<file path="src/rtl/amf_pkg.sv">
package amf_pkg;

  localparam int AMF_DW = 32;
  localparam int AMF_FW = 16;

  typedef enum logic [2:0] {
    AM_IMM  = 3'd0,
    AM_REG  = 3'd1,
    AM_RIND = 3'd2,
    AM_DIR  = 3'd3,
    AM_MIND = 3'd4,
    AM_DISP = 3'd5,
    AM_SCL  = 3'd6,
    AM_RSV  = 3'd7
  } am_mode_e;

  typedef enum logic [1:0] {
    SQ_IDLE = 2'd0,
    SQ_PTR  = 2'd1,
    SQ_DATA = 2'd2
  } sq_state_e;

  function automatic logic [AMF_DW-1:0] sext_fld(input logic [AMF_FW-1:0] f);
    return {{(AMF_DW-AMF_FW){f[AMF_FW-1]}}, f};
  endfunction

  function automatic logic [AMF_DW-1:0] ea_calc(input logic [AMF_DW-1:0] disp,
                                                 input logic [AMF_DW-1:0] base,
                                                 input logic [AMF_DW-1:0] index,
                                                 input logic [1:0]        sc);
    return disp + base + (index << sc);
  endfunction

  function automatic logic [AMF_DW-1:0] wb_sum(input logic [AMF_DW-1:0] dst,
                                                input logic [AMF_DW-1:0] opnd);
    return dst + opnd;
  endfunction

  function automatic logic needs_mem(input am_mode_e m);
    return (m == AM_RIND) || (m == AM_DIR) || (m == AM_MIND) ||
           (m == AM_DISP) || (m == AM_SCL);
  endfunction

endpackage

</file>
<file path="src/rtl/amf_addr_gen.sv">
module amf_addr_gen
  import amf_pkg::*;
#(
  parameter int AW = 10
) (
  input  am_mode_e            mode_i,
  input  logic [AMF_FW-1:0]   field_i,
  input  logic [AMF_DW-1:0]   base_i,
  input  logic [AMF_DW-1:0]   index_i,
  input  logic [1:0]          scale_i,
  output logic [AW-1:0]       addr_o,
  output logic [AMF_DW-1:0]   imm_o
);

  logic [AMF_DW-1:0] disp_w;

  assign disp_w = sext_fld(field_i);
  assign imm_o  = disp_w;

  // Effective address, truncated to the memory width (wraps modulo 2^AW)
  always_comb begin
    unique case (mode_i)
      AM_DIR:  addr_o = AW'(disp_w);
      AM_DISP: addr_o = AW'(ea_calc(disp_w, base_i, '0, 2'd0));
      AM_SCL:  addr_o = AW'(ea_calc(disp_w, base_i, index_i, scale_i));
      default: addr_o = AW'(base_i);
    endcase
  end

endmodule

</file>
<file path="src/rtl/amf_seq.sv">
module amf_seq
  import amf_pkg::*;
(
  input  logic     clk,
  input  logic     rst_n,
  input  logic     start_i,
  input  am_mode_e mode_i,
  output logic     start_acc_o,
  output logic     first_rd_o,
  output logic     ptr_issue_o,
  output logic     fin_fast_o,
  output logic     fin_mem_o,
  output logic     busy_o
);

  sq_state_e state_q, state_d;

  assign busy_o      = (state_q != SQ_IDLE);
  assign start_acc_o = start_i && !busy_o;
  assign first_rd_o  = start_acc_o && needs_mem(mode_i);
  assign fin_fast_o  = start_acc_o && !needs_mem(mode_i);
  assign ptr_issue_o = (state_q == SQ_PTR);
  assign fin_mem_o   = (state_q == SQ_DATA);

  always_comb begin
    state_d = state_q;
    unique case (state_q)
      SQ_IDLE: if (first_rd_o) state_d = (mode_i == AM_MIND) ? SQ_PTR : SQ_DATA;
      SQ_PTR:  state_d = SQ_DATA;
      SQ_DATA: state_d = SQ_IDLE;
      default: state_d = SQ_IDLE;
    endcase
  end

  always_ff @(posedge clk or negedge rst_n) begin
    if (!rst_n) state_q <= SQ_IDLE;
    else        state_q <= state_d;
  end


  ptr_then_data_chk: assert property (@(posedge clk) disable iff (!rst_n)
    ptr_issue_o |=> fin_mem_o);

endmodule

</file>
<file path="src/rtl/opnd_fetch_unit.sv">
module opnd_fetch_unit
  import amf_pkg::*;
#(
  parameter int AW   = 10,
  parameter int NREG = 16,
  localparam int RIW = $clog2(NREG)
) (
  input  logic               clk,
  input  logic               rst_n,
  input  logic               start,
  input  logic [2:0]         mode,
  input  logic [RIW-1:0]     rd_sel,
  input  logic [RIW-1:0]     rs_sel,
  input  logic [RIW-1:0]     rx_sel,
  input  logic [15:0]        field,
  input  logic [1:0]         scale,
  output logic [RIW-1:0]     rf_base_idx,
  input  logic [31:0]        rf_base_data,
  output logic [RIW-1:0]     rf_index_idx,
  input  logic [31:0]        rf_index_data,
  output logic [RIW-1:0]     rf_dst_idx,
  input  logic [31:0]        rf_dst_data,
  output logic               mem_rd_en,
  output logic [AW-1:0]      mem_addr,
  input  logic [31:0]        mem_rdata,
  output logic               done,
  output logic [31:0]        operand,
  output logic               wb_en,
  output logic [RIW-1:0]     wb_idx,
  output logic [31:0]        wb_data
);

  am_mode_e          mode_w;
  logic              start_acc, first_rd, ptr_issue, fin_fast, fin_mem, busy, fin_any;
  logic [AW-1:0]     ag_addr;
  logic [AMF_DW-1:0] imm_val, fast_val, opnd_nxt;
  logic              done_q;
  logic [31:0]       operand_q, wb_data_q;
  logic [RIW-1:0]    wb_idx_q, rd_q;

  assign mode_w = am_mode_e'(mode);

  amf_seq u_seq (
    .clk         (clk),
    .rst_n       (rst_n),
    .start_i     (start),
    .mode_i      (mode_w),
    .start_acc_o (start_acc),
    .first_rd_o  (first_rd),
    .ptr_issue_o (ptr_issue),
    .fin_fast_o  (fin_fast),
    .fin_mem_o   (fin_mem),
    .busy_o      (busy)
  );

  amf_addr_gen #(.AW(AW)) u_agen (
    .mode_i  (mode_w),
    .field_i (field),
    .base_i  (rf_base_data),
    .index_i (rf_index_data),
    .scale_i (scale),
    .addr_o  (ag_addr),
    .imm_o   (imm_val)
  );

  // Register reads: base and index are only consumed at the accepting edge
  assign rf_base_idx  = rs_sel;
  assign rf_index_idx = rx_sel;
  assign rf_dst_idx   = busy ? rd_q : rd_sel;

  // Memory port: first read from the address generator, chained read from returned word
  assign mem_rd_en = first_rd || ptr_issue;
  assign mem_addr  = ptr_issue ? AW'(mem_rdata) : ag_addr;

  assign fin_any  = fin_fast || fin_mem;
  assign fast_val = (mode_w == AM_REG) ? rf_base_data : imm_val;
  assign opnd_nxt = fin_fast ? fast_val : mem_rdata;

  always_ff @(posedge clk or negedge rst_n) begin
    if (!rst_n) begin
      done_q    <= 1'b0;
      operand_q <= '0;
      wb_data_q <= '0;
      wb_idx_q  <= '0;
      rd_q      <= '0;
    end else begin
      done_q <= fin_any;
      if (start_acc) rd_q <= rd_sel;
      if (fin_any) begin
        operand_q <= opnd_nxt;
        wb_data_q <= wb_sum(rf_dst_data, opnd_nxt);
        wb_idx_q  <= fin_fast ? rd_sel : rd_q;
      end
    end
  end

  assign done    = done_q;
  assign wb_en   = done_q;
  assign operand = operand_q;
  assign wb_data = wb_data_q;
  assign wb_idx  = wb_idx_q;


  fast_latency_chk: assert property (@(posedge clk) disable iff (!rst_n)
    (start_acc && !needs_mem(mode_w)) |=> (done && !mem_rd_en));


  single_latency_chk: assert property (@(posedge clk) disable iff (!rst_n)
    (start_acc && needs_mem(mode_w) && mode_w != AM_MIND) |-> ##2 done);


  chain_latency_chk: assert property (@(posedge clk) disable iff (!rst_n)
    (start_acc && mode_w == AM_MIND) |-> ##3 done);


  chain_second_read_chk: assert property (@(posedge clk) disable iff (!rst_n)
    (start_acc && mode_w == AM_MIND) |=> (mem_rd_en && !done));


  no_read_on_finish_chk: assert property (@(posedge clk) disable iff (!rst_n)
    fin_mem |-> !mem_rd_en);

endmodule

</file>
<file path="config.mk">
export PLATFORM = sky130hd
export DESIGN_NAME = opnd_fetch_unit
export DESIGN_NICKNAME = d
export VERILOG_FILES = /design/src/rtl/amf_pkg.sv /design/src/rtl/amf_addr_gen.sv /design/src/rtl/amf_seq.sv /design/src/rtl/opnd_fetch_unit.sv
export SDC_FILE = /design/constraint.sdc
export NUM_CORES = 1
export LEC_CHECK = 0
export BUFFER_PORTS_ARGS = -buffer_cell sky130_fd_sc_hd__buf_4
export CAP_MARGIN = 40
export CORE_ASPECT_RATIO = 1.5
export CORE_MARGIN = 1
export CORE_UTILIZATION = 50
export CTS_CLUSTER_SIZE = 8
export DETAILED_ROUTE_END_ITERATION = 16
export GPL_ROUTABILITY_DRIVEN = 0
export PLACE_DENSITY = 0.81
export SLEW_MARGIN = 10
export SYNTH_ARGS = -nofsm -noshare
export SYNTH_HDL_FRONTEND = slang
export SYNTH_SLANG_ARGS = --single-unit
</file>
<file path="constraint.sdc">
create_clock -name clk -period 11.35 [get_ports clk]
set_clock_uncertainty 0.2 [all_clocks]
set_input_delay 0.5675 -clock clk [delete_from_list [all_inputs] [get_ports clk]]
set_output_delay 0.5675 -clock clk [all_outputs]
set_load 0.02 [all_outputs]
</file>
==> flow_metrics.tcl <==
set metrics [dict create \
    grt_overflow 0 \
    worst-setup-path-type "primary input to output pin" \
    yosysTopAreaCellShare_pct 28.0 \
    met1_usage_pct 30.2 \
    final.setup.tns_ns 0 \
    clock_latency_ns 0.35 \
    pre_cts_slack_ns 6.42 \
    netlist_area_um2 6710 \
    min_period_over_period_pct 42.0 \
    vias 6697 \
    leakage_nw 4.11 \
    dieArea_um2 13900 \
    cts_tree "built" \
    slew_headroom_pct 51.0 \
    wire_per_inst_um 16.9 \
    dpl.hpwl_um 15400 \
    ys_seq_area_share_pct 28.0 \
    post-cts-setup-buffers 0 \
    synth_top_area_cell "dfrtp_1" \
    nets 1220 \
    syn_to_final_growth_pct 29.6 \
    placementRows 51 \
    fmax_mhz 210 \
    worstPathMaxFanout 4 \
    fp.coreArea_um2 13000 \
    postPlaceCellArea_um2 8370 \
    clock-sinks 75 \
    grt_pass1_vias 6370 \
    critical_path_required_ns 10.58 \
    drt_wl_total_um 19700 \
    synth.area.top_cells "dfrtp_1, ha_1, a21oi_1" \
    finalHoldViolations 0 \
    vdd_drop_max_mv 0.0775 \
    viasPerCell 5.73 \
    synth_seq_cells 75 \
    die_w_um 96.6 \
    finalSetupViolations 0 \
    hold_class "primary input to flop" \
    drive_above_1_share_pct 29.2 \
    syn_inst 819 \
    synth_fp_nets 1035 \
    synth-edff-count 0 \
    h-tree-depth 3 \
    mostFrequentLayoutCells "buf_4, a21oi_1, nand2_1, nor2_1, dfrtp_1" \
    hold_ws_ns 0.237 \
    period_minus_slack_ns 4.76 \
    nFillCells 1131 \
    ant_nets 0 \
    n_antenna_cell 0 \
    ys.flop_type "dfrtp_1" \
    report.final.slew_viol_count 0 \
    crit_arrival_ns 4.00 \
    crit_path_end_kind "output pin" \
    drt_iter0_drc 350 \
    grt_max_degree 68 \
    rsz0062_at_grt "no" \
    power_density_nw_per_um2 159 \
    synth-async-reset-ratio_pct 100 \
    final_area_um2 8700 \
    die_y_um 144 \
    yosysWarnings 0 \
    status "finished, final reports clean" \
    cts_root_buffer "clkbuf_16" \
    maxCapViolations 0 \
    tightest_slew_ns 0.733 \
    first_pass_iters 5 \
    busiest_layer "met2" \
    initial_core_util_pct 51.6 \
    met3_usage_pct 4.77 \
    antenna_found_initial 0 \
    cts_buffer_depth 2 \
    met2_usage_pct 50.4 \
    drc 0 \
    postSynthAreaPerCell_um2 8.20 \
    cts_resized 0 \
    grt_first_pass_wirelength_um 30400 \
    cts_hold_buffers 1 \
    num_io_pins 257 \
    clkTransAtPathRegs_ns 0.07 \
    fin_ws_ns 6.59 \
    cts_buffers 9 \
    crit_path_start_kind "primary input" \
    synth_cell_types 73 \
    grt_usage_pct 27.3 \
    io_buffers 218 \
    final_common_cell "buf_4" \
]
## routing by layer
metal | up-vias | routed length [µm]
met3 | 55 | 1100
met5 | - | 0
met1 | 3085 | 7520
li1 | 3291 | -
met2 | 266 | 10400
met4 | 0 | 738
## critical path: stages
cell,delay (ns)
buf_4,0.09
ha_1,0.15
inv_1,0.05
fa_1,0.42
nor2b_1,0.14
o21ai_0,0.11
a21boi_0,0.26
o21ai_0,0.14
nor2b_1,0.16
xnor2_1,0.16
ha_1,0.25
a2111oi_2,0.42
o31ai_1,0.13
a21oi_1,0.22
xnor2_1,0.22
xor2_1,0.11
a21oi_1,0.21
buf_4,0.17
## final cells by class
class	count	area, µm²	area share [%]
clock buffer	9	225	2.59
clock inverter	7	98.8	1.14
inverter	24	90.1	1.04
multi-input combinational	670	4510	51.8
sequential	75	1880	21.6
tap	159	199	2.29
timing repair buffer	224	1700	19.6
## sequential cells by signal, indices dropped and copies added (netlist names)
register       count
wb_idx             4
wb_data           32
done               1
rd_q               4
operand           32
u_seq.state_q      2
## logic make-up after synthesis
logic type      Yosys count  synth area share [%]
flops                    75                  28.0
fa+ha+maj                52                  10.0
mux                      51                  9.00
compound gates          258                  25.1
simple gates            272                  18.1
xor+xnor                 37                  4.83
buf+inv                  74                  5.01
## path summary, 6_finish.rpt
path / cells past startpoint / end / slack, ns / start
max: 18 / mem_addr[9] / 6.59 / field[0]
min: 3 / wb_idx[2] / 0.24 / rd_sel[2]
max reg2reg: 15 / wb_data[24] / 6.72 / u_seq.state_q[0]
min reg2reg: 2 / operand[13] / 0.27 / operand[13]
max in group asynchronous: 3 / wb_data[7] / 9.85 / rst_n
min in group asynchronous: 2 / operand[18] / 0.52 / rst_n
## cells in the mapped netlist, drive strengths merged (10+ instances only)
master / number
a211oi: 12
a21o: 11
a21oi: 115
buf: 27
clkbuf: 23
dfrtp: 75
ha: 49
inv: 24
mux2: 25
mux2i: 21
nand2: 110
nand3: 12
nor2: 93
nor2b: 11
nor3: 10
o21a: 12
o21ai: 46
xnor2: 23
xor2: 14
## power breakdown
group	leakage (nW)	switching (mW)	internal [mW]	total (mW)
Clock	0.157	0.120	0.194	0.315
Sequential	0.885	0.0475	0.346	0.393
Combinational	3.06	0.381	0.298	0.679
## metrics by stage
stage | total power [mW] | utilization [%] | std cells
5_1_grt | 1.46 | 66.8 | 1168
3_3_place_gp | 1.05 | 64.0 | 1149
4_1_cts | 1.39 | 66.8 | 1168
6_report | 1.39 | 66.8 | 1168
3_5_place_dp | 1.07 | 64.3 | 1151
2_1_floorplan | 0.814 | - | 819
(Power assumes the default switching activity.)
